===== config.mk =====
export PLATFORM = sky130hd
export DESIGN_NAME = rx_slot_mgr
export DESIGN_NICKNAME = d
export VERILOG_FILES = /design/src/rtl/rx_slot_pkg.sv /design/src/rtl/rx_slot_pick.sv /design/src/rtl/rx_slot_cell.sv /design/src/rtl/rx_slot_mgr.sv
export SDC_FILE = /design/constraint.sdc
export NUM_CORES = 1
export LEC_CHECK = 0
export CORE_ASPECT_RATIO = 0.75
export CORE_MARGIN = 1
export CORE_UTILIZATION = 35
export CTS_CLUSTER_DIAMETER = 150
export DETAILED_ROUTE_END_ITERATION = 8
export HOLD_SLACK_MARGIN = 0.05
export PLACE_DENSITY_LB_ADDON = 0.3
export SLEW_MARGIN = 20
export SYNTH_ARGS = -nofsm -noshare
export SYNTH_HDL_FRONTEND = slang
export SYNTH_SLANG_ARGS = --single-unit

===== constraint.sdc =====
create_clock -name clk -period 2.2 [get_ports clk]
set_input_delay 0.22 -clock clk [delete_from_list [all_inputs] [get_ports clk]]
set_output_delay 0.22 -clock clk [all_outputs]
set_load 0.03 [all_outputs]

===== src/rtl/rx_slot_pkg.sv =====
package rx_slot_pkg;

  typedef enum logic [1:0] {
    SLOT_EMPTY = 2'd0,
    SLOT_ARMED = 2'd1,
    SLOT_FULL  = 2'd2,
    SLOT_RSVD  = 2'd3
  } slot_state_e;

  localparam int unsigned NSLOT    = 2;
  localparam int unsigned A_SETUP  = 0;
  localparam int unsigned A_MGMT   = 1;
  localparam int unsigned A_STATE0 = 2;
  localparam int unsigned A_TXLEN  = 6;
  localparam int unsigned A_LAST   = 6;

  function automatic logic slot_armed(input logic [1:0] s);
    return s == SLOT_ARMED;
  endfunction

  function automatic logic slot_full(input logic [1:0] s);
    return s == SLOT_FULL;
  endfunction

  // {valid, index}: the lowest-numbered armed slot wins
  function automatic logic [1:0] pick_slot(input logic [1:0] s0, input logic [1:0] s1);
    if (slot_armed(s0)) return 2'b10;
    if (slot_armed(s1)) return 2'b11;
    return 2'b00;
  endfunction

endpackage


===== src/rtl/rx_slot_pick.sv =====
module rx_slot_pick
  import rx_slot_pkg::*;
(
  input  logic       clk,
  input  logic       rst_n,
  input  logic [1:0] st0,
  input  logic [1:0] st1,
  input  logic       frame_done,
  input  logic       block0,
  input  logic       block1,
  output logic       fill0,
  output logic       fill1,
  output logic       taken,
  output logic       ready
);

  logic [1:0] choice;

  always_comb begin
    choice = pick_slot(st0, st1);
    fill0  = frame_done && choice[1] && !choice[0] && !block0;
    fill1  = frame_done && choice[1] &&  choice[0] && !block1;
    taken  = fill0 || fill1;
    ready  = slot_armed(st0) || slot_armed(st1);
  end

  a_r4_one_fill: assert property (@(posedge clk) disable iff (!rst_n)
    $onehot0({fill0, fill1}));
  a_r4_slot1_only_if_slot0_unarmed: assert property (@(posedge clk) disable iff (!rst_n)
    fill1 |-> !slot_armed(st0));
  a_r10_blocked_refused: assert property (@(posedge clk) disable iff (!rst_n)
    (frame_done && slot_armed(st0) && block0) |-> !taken);

endmodule


===== src/rtl/rx_slot_cell.sv =====
module rx_slot_cell
  import rx_slot_pkg::*;
#(
  parameter int unsigned DATA_W = 32,
  parameter int unsigned LEN_W  = 16
) (
  input  logic              clk,
  input  logic              rst_n,
  input  logic              state_we,
  input  logic              count_we,
  input  logic [DATA_W-1:0] wdata,
  input  logic              fill,
  input  logic [LEN_W-1:0]  fill_len,
  output logic [1:0]        state,
  output logic [DATA_W-1:0] count
);

  always_ff @(posedge clk) begin
    if (!rst_n) begin
      state <= SLOT_EMPTY;
      count <= '0;
    end else begin
      if (state_we)  state <= wdata[1:0];
      else if (fill) state <= SLOT_FULL;
      if (count_we)  count <= wdata;
      else if (fill) count <= DATA_W'(fill_len);
    end
  end

  a_r5_fill_marks_full: assert property (@(posedge clk) disable iff (!rst_n)
    (fill && !state_we) |=> slot_full(state));
  a_r5_fill_length: assert property (@(posedge clk) disable iff (!rst_n)
    (fill && !count_we) |=> count == DATA_W'($past(fill_len)));
  a_r2_sw_state: assert property (@(posedge clk) disable iff (!rst_n)
    state_we |=> state == $past(wdata[1:0]));

endmodule


===== src/rtl/rx_slot_mgr.sv =====
module rx_slot_mgr
  import rx_slot_pkg::*;
#(
  parameter int unsigned DATA_W = 32,
  parameter int unsigned ADDR_W = 4,
  parameter int unsigned LEN_W  = 16
) (
  input  logic              clk,
  input  logic              rst_n,
  input  logic [ADDR_W-1:0] reg_addr,
  input  logic              reg_we,
  input  logic [DATA_W-1:0] reg_wdata,
  output logic [DATA_W-1:0] reg_rdata,
  input  logic              frame_done,
  input  logic [LEN_W-1:0]  frame_len,
  output logic              frame_taken,
  output logic              rx_ready,
  output logic              rx_irq,
  output logic              phy_reset
);

  localparam logic [ADDR_W-1:0] AD_SETUP = ADDR_W'(A_SETUP);
  localparam logic [ADDR_W-1:0] AD_MGMT  = ADDR_W'(A_MGMT);
  localparam logic [ADDR_W-1:0] AD_TXLEN = ADDR_W'(A_TXLEN);

  logic [1:0]        st    [NSLOT];
  logic [DATA_W-1:0] cnt   [NSLOT];
  logic              fill  [NSLOT];
  logic              block [NSLOT];
  logic [DATA_W-1:0] setup_q, mgmt_q, txlen_q;

  for (genvar i = 0; i < NSLOT; i++) begin : g_slot
    localparam logic [ADDR_W-1:0] AD_ST  = ADDR_W'(A_STATE0 + 2 * i);
    localparam logic [ADDR_W-1:0] AD_CNT = ADDR_W'(A_STATE0 + 2 * i + 1);
    logic st_we, cnt_we;
    assign st_we    = reg_we && (reg_addr == AD_ST);
    assign cnt_we   = reg_we && (reg_addr == AD_CNT);
    assign block[i] = st_we || cnt_we;

    rx_slot_cell #(.DATA_W(DATA_W), .LEN_W(LEN_W)) u_cell (
      .clk      (clk),
      .rst_n    (rst_n),
      .state_we (st_we),
      .count_we (cnt_we),
      .wdata    (reg_wdata),
      .fill     (fill[i]),
      .fill_len (frame_len),
      .state    (st[i]),
      .count    (cnt[i])
    );
  end

  rx_slot_pick u_pick (
    .clk        (clk),
    .rst_n      (rst_n),
    .st0        (st[0]),
    .st1        (st[1]),
    .frame_done (frame_done),
    .block0     (block[0]),
    .block1     (block[1]),
    .fill0      (fill[0]),
    .fill1      (fill[1]),
    .taken      (frame_taken),
    .ready      (rx_ready)
  );

  always_ff @(posedge clk) begin
    if (!rst_n) begin
      setup_q <= '0;
      mgmt_q  <= '0;
      txlen_q <= '0;
    end else if (reg_we) begin
      if (reg_addr == AD_SETUP) setup_q <= reg_wdata;
      if (reg_addr == AD_MGMT)  mgmt_q  <= reg_wdata;
      if (reg_addr == AD_TXLEN) txlen_q <= reg_wdata;
    end
  end

  assign rx_irq    = slot_full(st[0]) || slot_full(st[1]);
  assign phy_reset = setup_q[0];

  always_comb begin
    case (reg_addr)
      AD_SETUP:                    reg_rdata = setup_q;
      AD_MGMT:                     reg_rdata = mgmt_q;
      ADDR_W'(A_STATE0):           reg_rdata = DATA_W'(st[0]);
      ADDR_W'(A_STATE0 + 1):       reg_rdata = cnt[0];
      ADDR_W'(A_STATE0 + 2):       reg_rdata = DATA_W'(st[1]);
      ADDR_W'(A_STATE0 + 3):       reg_rdata = cnt[1];
      AD_TXLEN:                    reg_rdata = txlen_q;
      default:                     reg_rdata = '0;
    endcase
  end

  a_r7_irq_rise_cause: assert property (@(posedge clk) disable iff (!rst_n)
    $rose(rx_irq) |-> ($past(frame_taken) || $past(reg_we)));
  a_r8_taken_needs_ready: assert property (@(posedge clk) disable iff (!rst_n)
    frame_taken |-> rx_ready);
  a_r8_ready_fall_cause: assert property (@(posedge clk) disable iff (!rst_n)
    $fell(rx_ready) |-> ($past(frame_taken) || $past(reg_we)));
  a_r9_hole_reads_zero: assert property (@(posedge clk) disable iff (!rst_n)
    (reg_addr > ADDR_W'(A_LAST)) |-> (reg_rdata == '0));
  a_r3_phy_follow: assert property (@(posedge clk) disable iff (!rst_n)
    (reg_we && reg_addr == AD_SETUP) |=> (phy_reset == $past(reg_wdata[0])));

endmodule


==> impl_metrics.env, run 1 <==
export IMPL_finalSetupViolations=0
export IMPL_grt_pass1_vias=6112
export IMPL_place_congestion=0.8364
export IMPL_die_height_um=126.1
export IMPL_r2r_start="g_slot[0].u_cell.state[0]"
export IMPL_final_cell_mix="nand2_1 (262), dfxtp_1 (164), a21boi_0 (86), buf_4 (77), clkdlybuf4s50_1 (53)"
export IMPL_hp_class="in2reg"
export IMPL_dp_cells=1170
export IMPL_synth_area_per_cell_um2=8.525
export IMPL_hold_viol=0
export IMPL_grt_max_degree=76
export IMPL_ir_drop_mv=0.3235
export IMPL_synthMuxAreaShare_pct=4.909
export IMPL_final_area_mm2=0.009395
export IMPL_synthCells=843
export IMPL_p_per_area_mw_per_mm2=695.7
export IMPL_status="complete, no violations"
export IMPL_mostFrequentLayoutCell="nand2_1"
export IMPL_synth_seq_cells=164
export IMPL_crit_required_ns=1.98
export IMPL_rsz0062_at_grt="true"
export IMPL_synth_fa_ha_area_share_pct=0
export IMPL_synth_compound_area_share_pct=26.46
export IMPL_clock_skew_ns=0.005175
export IMPL_synth_area_mm2=0.007187
export IMPL_synth_edf_count=0
export IMPL_row_count=44
export IMPL_startpoint="reg_addr[2]"
export IMPL_r2r_setup_slack_ns=0.46
export IMPL_swShare_pct=22.70
export IMPL_cts_hold_buf=0
export IMPL_synth_top_family_by_area="compound AO/OA/AOI/OAI gates"
export IMPL_post_dp_cell_area_mm2=0.008678
export IMPL_p_switching_w=0.001484
export IMPL_antenna_found_initial=0
export IMPL_cts_clk_slew_worst_paths_ns=0.06
export IMPL_reg2reg_to="g_slot[0].u_cell.count[6]"
export IMPL_synth_xor_area_share_pct=0
export IMPL_end_kind="primary output"
export IMPL_track_usage_pct=20.82
export IMPL_min_path_cells=4
export IMPL_synthDistinctLibCells=44
export IMPL_p_comb_share_pct=7.6
export IMPL_drv_cap=0
export IMPL_critPathLaunchType="input pin"
export IMPL_cts_num_sinks=164
export IMPL_synthArstFlopShare_pct=0
export IMPL_crit_fanout=11
export IMPL_synthSimpleGateAreaFrac_pct=17.88
export IMPL_arrival_ns=1.93
export IMPL_numCtsBuffers=17
export IMPL_power_frac_seq_pct=46.5
export IMPL_antennaDiodeCount=0
export IMPL_drive_above_1_share_pct=15.06
export IMPL_max_freq_mhz=465.9
export IMPL_via_per_inst=5.358
export IMPL_initial_core_util_pct=36.47
export IMPL_first_pass_iters=7
export IMPL_postRouteAntennaNets=0
export IMPL_clock_latency_ns=0.43
export IMPL_crit_type="in2out"
export IMPL_timing_final_ws_setup_ns=0.05370
export IMPL_p_leak_nw=3.504
export IMPL_htree_levels=4
export IMPL_drc=0
export IMPL_min_period_over_period_pct=97.56
export IMPL_slew_headroom_pct=57.89
export IMPL_dieArea_mm2=0.02112
export IMPL_clock_path_buffers=2
export IMPL_grt_pass1_wl_um=34290
export IMPL_routed_wirelength_um=21640
export IMPL_period_minus_slack_ns=2.146
export IMPL_ctsRootBufferMaster="clkbuf_16"
export IMPL_synth_ff_type="dfxtp_1"
export IMPL_portBuffers=91
export IMPL_coreArea_mm2=0.01971
export IMPL_worstHoldStart="rst_n"
export IMPL_nets=1001
export IMPL_dp_slack_ns=-0.1921
export IMPL_dpl_hpwl_um=13790
export IMPL_slew_viol_final=0
export IMPL_final_util_pct=47.67
export IMPL_fill_cells=1900
export IMPL_synth_seq_area_share_pct=45.68
export IMPL_syn_to_final_growth_pct=30.73
export IMPL_routedWlPerCell_um=17.89
export IMPL_cts_tree="yes"
export IMPL_num_vias=6478
export IMPL_initialDrtViolationCount=690
export IMPL_synth_fp_nets=899
export IMPL_holdPathEnd="g_slot[1].u_cell.count[5]"
export IMPL_synth_warnings=0
export IMPL_io_pins=92
export IMPL_reg2reg_depth=6
export IMPL_pwr_share_clk_pct=45.9
export IMPL_grt_ovfl_total=0
export IMPL_tightest_slew_ns=0.6316
export IMPL_layout_cells_non_filler=1209
export IMPL_internal_power_w=0.005053
export IMPL_dieWidth_um=167.5
what timing repair did:
action	in CTS	in global routing
buffers inserted	5	2
pin swaps	4	6
gates resized for setup	8	5
gates cloned	1	1
setup endpoints to repair	33	32
power by group through the flow:
stage	Clock (W)	Combinational, W	Sequential (W)
floorplan	0	0.000204	0.00310
global placement	0	0.000484	0.00310
detailed placement	0	0.000484	0.00310
CTS	0.00305	0.000494	0.00304
global route	0.00318	0.000536	0.00304
finish	0.00300	0.000500	0.00304
logic make-up after synthesis:
group / count (synthesis)
AND/OR/NAND/NOR: 308
flip-flops: 164
buffers and inverters: 79
multiplexers: 35
AO/OA/AOI/OAI: 257
sequential cells by signal (all words and copies together), names as in the netlist:
name,cells
g_slot.u_cell.count,64
g_slot.u_cell.state,4
setup_q,32
mgmt_q,32
txlen_q,32
final cells by class:
type,instances,area (um^2),area share (%)
clock buffers,22,494.2,5.260
clock inverters,8,100.1,1.065
inverters,4,15.01,0.1598
multi-input cells,600,3606,38.38
flip-flops and latches,164,3283,34.94
well taps,253,316.6,3.369
repair buffers,158,1580,16.82
metal layers:
| layer | GRT usage [%] | routed length [um] | vias up |
|---|---|---|---|
| met3 | 5.468 | 1670 | 20 |
| met4 | 5.828 | 213 | 0 |
| li1 | - | - | 3173 |
| met2 | 30.86 | 9256 | 233 |
| met5 | 0 | 0 | - |
| met1 | 29.54 | 10500 | 3052 |
cell usage after synthesis (2+ instances only):
| master | n | share of area, % |
|---|---|---|
| nand2_1 | 262 | 14 |
| dfxtp_1 | 164 | 46 |
| a21boi_0 | 86 | 9.0 |
| clkbuf_1 | 55 | 2.9 |
| o21ai_0 | 37 | 2.6 |
| mux2i_1 | 33 | 4.6 |
| a22oi_1 | 31 | 3.2 |
| a222oi_1 | 30 | 4.2 |
| a21boi_1 | 28 | 2.9 |
| a21oi_1 | 19 | 1.3 |
| nand3_1 | 18 | 1.3 |
| a22o_1 | 17 | 2.1 |
| buf_2 | 14 | 0.97 |
| nand3b_1 | 5 | 0.52 |
| nor2_1 | 5 | 0.26 |
| inv_1 | 4 | 0.21 |
| a31oi_1 | 2 | 0.17 |
| and2_0 | 2 | 0.17 |
| and2_1 | 2 | 0.17 |
| buf_4 | 2 | 0.21 |
| buf_6 | 2 | 0.31 |
| mux2_2 | 2 | 0.31 |
| nor4bb_1 | 2 | 0.28 |
how the worst max path moves through the flow:
| stage | end | slack (ns) | cells past startpoint |
|---|---|---|---|
| final | reg_rdata[30] | 0.05 | 9 |
| after global routing | reg_rdata[0] | -0.002 | 8 |
| after CTS | reg_rdata[20] | 0.004 | 7 |
| after detailed placement | reg_rdata[15] | -0.19 | 7 |
| after global placement | reg_rdata[24] | -0.19 | 7 |
| after floorplan | frame_taken | 0.36 | 5 |
worst max-delay path, stage by stage:
cell	delay, ns
dlygate4sd2_1	0.27
buf_4	0.17
buf_4	0.16
nor4_4	0.37
buf_4	0.21
clkbuf_16	0.16
a222oi_1	0.10
nand2_1	0.09
buf_4	0.17
stage by stage:
step | setup TNS, ns | hold WS (ns) | power, W
2_1_floorplan | 0 | 0.3286 | 0.003300
3_3_place_gp | -15.67 | 0.4394 | 0.003586
3_5_place_dp | -19.05 | 0.4447 | 0.003587
4_1_cts | 0 | 0.2867 | 0.006577
5_1_grt | -0.001710 | 0.2958 | 0.006760
6_report | 0 | 0.3013 | 0.006536
(Power assumes the default switching activity.)
==> inputs of run 2 (changes only) <==
CAP_MARGIN = 20   (was unset)
==> results of run 2 <==
Same layout as run 1: the final DEF is identical, and so are final timing and power.
==> inputs of run 3 (changes only) <==
MAX_ROUTING_LAYER = met4   (was unset)
SETUP_SLACK_MARGIN = 0.15   (was unset)
==> run 3 against run 2 <==
Net effect:
- first-iteration DRC count fell by 0.43%
- highest routed layer unchanged
- non-clock buffer count fell by 5
- largest power group unchanged
- utilization fell by 0.29 points
- die area did not move
- sequential cell count did not move
- design area fell by 0.61%
==> impl_metrics.env, run 3 (synthesis results as in run 1) <==
export IMPL_r2r_start="g_slot[0].u_cell.state[0]"
export IMPL_io_pins=92
export IMPL_initialDrtViolationCount=687
export IMPL_cts_tree="yes"
export IMPL_dieArea_mm2=0.02112
export IMPL_cts_clk_slew_worst_paths_ns=0.06
export IMPL_dp_cells=1170
export IMPL_ir_drop_mv=0.3190
export IMPL_r2r_setup_slack_ns=0.45
export IMPL_row_count=44
export IMPL_grt_ovfl_total=0
export IMPL_syn_to_final_growth_pct=29.93
export IMPL_crit_type="in2out"
export IMPL_grt_pass1_vias=6075
export IMPL_num_vias=6485
export IMPL_initial_core_util_pct=36.47
export IMPL_pwr_share_clk_pct=45.9
export IMPL_fill_cells=1905
export IMPL_tightest_slew_ns=0.6377
export IMPL_power_frac_seq_pct=46.5
export IMPL_reg2reg_depth=6
export IMPL_htree_levels=4
export IMPL_max_freq_mhz=505.7
export IMPL_startpoint="reg_addr[2]"
export IMPL_hold_viol=0
export IMPL_min_period_over_period_pct=89.89
export IMPL_swShare_pct=22.70
export IMPL_arrival_ns=1.76
export IMPL_drive_above_1_share_pct=15.04
export IMPL_dp_slack_ns=-0.1921
export IMPL_coreArea_mm2=0.01971
export IMPL_critPathLaunchType="input pin"
export IMPL_p_comb_share_pct=7.6
export IMPL_timing_final_ws_setup_ns=0.2225
export IMPL_dpl_hpwl_um=13790
export IMPL_clock_latency_ns=0.43
export IMPL_crit_required_ns=1.98
export IMPL_final_area_mm2=0.009338
export IMPL_antennaDiodeCount=0
export IMPL_hp_class="in2reg"
export IMPL_routedWlPerCell_um=17.93
export IMPL_routed_wirelength_um=21580
export IMPL_final_util_pct=47.38
export IMPL_end_kind="primary output"
export IMPL_p_per_area_mw_per_mm2=699.9
export IMPL_mostFrequentLayoutCell="nand2_1"
export IMPL_finalSetupViolations=0
export IMPL_antenna_found_initial=0
export IMPL_period_minus_slack_ns=1.977
export IMPL_die_height_um=126.1
export IMPL_p_switching_w=0.001484
export IMPL_final_cell_mix="nand2_1 (262), dfxtp_1 (164), a21boi_0 (86), buf_4 (70), clkdlybuf4s50_1 (51)"
export IMPL_clock_path_buffers=2
export IMPL_numCtsBuffers=17
export IMPL_drc=0
export IMPL_dieWidth_um=167.5
export IMPL_grt_max_degree=76
export IMPL_cts_num_sinks=164
export IMPL_regMostFlops="g_slot.u_cell.count"
export IMPL_slew_headroom_pct=57.49
export IMPL_place_congestion=0.8493
export IMPL_ctsRootBufferMaster="clkbuf_16"
export IMPL_slew_viol_final=0
export IMPL_status="complete, no violations"
export IMPL_postRouteAntennaNets=0
export IMPL_first_pass_iters=5
export IMPL_p_leak_nw=3.482
export IMPL_post_dp_cell_area_mm2=0.008678
export IMPL_clock_skew_ns=0.009256
export IMPL_portBuffers=91
export IMPL_via_per_inst=5.386
export IMPL_track_usage_pct=21.41
export IMPL_rsz0062_at_grt="false"
export IMPL_largest_reg_flops=64
export IMPL_endpoint="reg_rdata[5]"
export IMPL_layout_cells_non_filler=1204
export IMPL_drv_cap=0
export IMPL_crit_fanout=11
export IMPL_nets=996
export IMPL_reg2reg_to="g_slot[0].u_cell.count[6]"
export IMPL_grt_pass1_wl_um=34230
export IMPL_internal_power_w=0.005051
-- run 3: worst max-delay path, stage by stage --
cell	delay, ns
buf_2	0.12
buf_6	0.13
buf_6	0.10
nor4_4	0.03
buf_4	0.16
buf_12	0.15
a222oi_1	0.53
nand2_1	0.11
buf_4	0.19
-- run 3: through the flow --
step                setup TNS, ns  power (W)  hold slack, ns
detailed placement         -19.05   0.003587          0.4447
finish                          0   0.006535          0.2813
global route                    0   0.006750          0.2954
floorplan                       0   0.003300          0.3286
CTS                             0   0.006577          0.2867
global placement           -15.67   0.003586          0.4394
-- run 3: power by group through the flow --
stage / clock network, W / logic (W) / registers [W]
5_1_grt: 0.00318 / 0.000534 / 0.00304
3_5_place_dp: 0 / 0.000484 / 0.00310
6_report: 0.00300 / 0.000498 / 0.00304
2_1_floorplan: 0 / 0.000204 / 0.00310
4_1_cts: 0.00305 / 0.000494 / 0.00304
3_3_place_gp: 0 / 0.000484 / 0.00310
-- run 3: area by class of cell --
| cell class | count | area [um^2] | area share (%) |
|---|---|---|---|
| Sequential cell | 164 | 3283 | 35.16 |
| Multi-Input combinational cell | 600 | 3602 | 38.58 |
| Inverter | 4 | 15.01 | 0.1608 |
| Clock buffer | 22 | 494.2 | 5.293 |
| Tap cell | 253 | 316.6 | 3.390 |
| Timing Repair Buffer | 153 | 1526 | 16.35 |
| Clock inverter | 8 | 100.1 | 1.072 |
-- run 3: timing repair --
| action | 4_1_cts | 5_1_grt |
|---|---|---|
| buffers inserted | 1 | 2 |
| pin swaps | 6 | 4 |
| hold buffers | 0 | 0 |
| gates cloned | 1 | 0 |
| hold endpoints to repair | 0 | 0 |
| endpoints found under the setup margin | 34 | 30 |
| resized for setup | 23 | 12 |
-- run 3: worst min-delay path by stage --
stage | start | end | slack, ns | cells after the start
after floorplan | reg_wdata[0] | g_slot[0].u_cell.count[0] | 0.33 | 2
after global placement | txlen_q[6] | txlen_q[6] | 0.44 | 2
after detailed placement | txlen_q[6] | txlen_q[6] | 0.44 | 2
after CTS | rst_n | g_slot[1].u_cell.count[8] | 0.29 | 4
after global routing | rst_n | g_slot[1].u_cell.count[5] | 0.30 | 4
final | reg_addr[3] | g_slot[1].u_cell.state[1] | 0.28 | 4
-- run 3: layer usage --
layer	global-route usage (%)	vias up	share of wire (%)
met2	30.49	239	42
met5	-	-	0
li1	-	3158	-
met4	5.235	0	0.83
met1	29.83	3074	50
met3	5.594	14	7.1
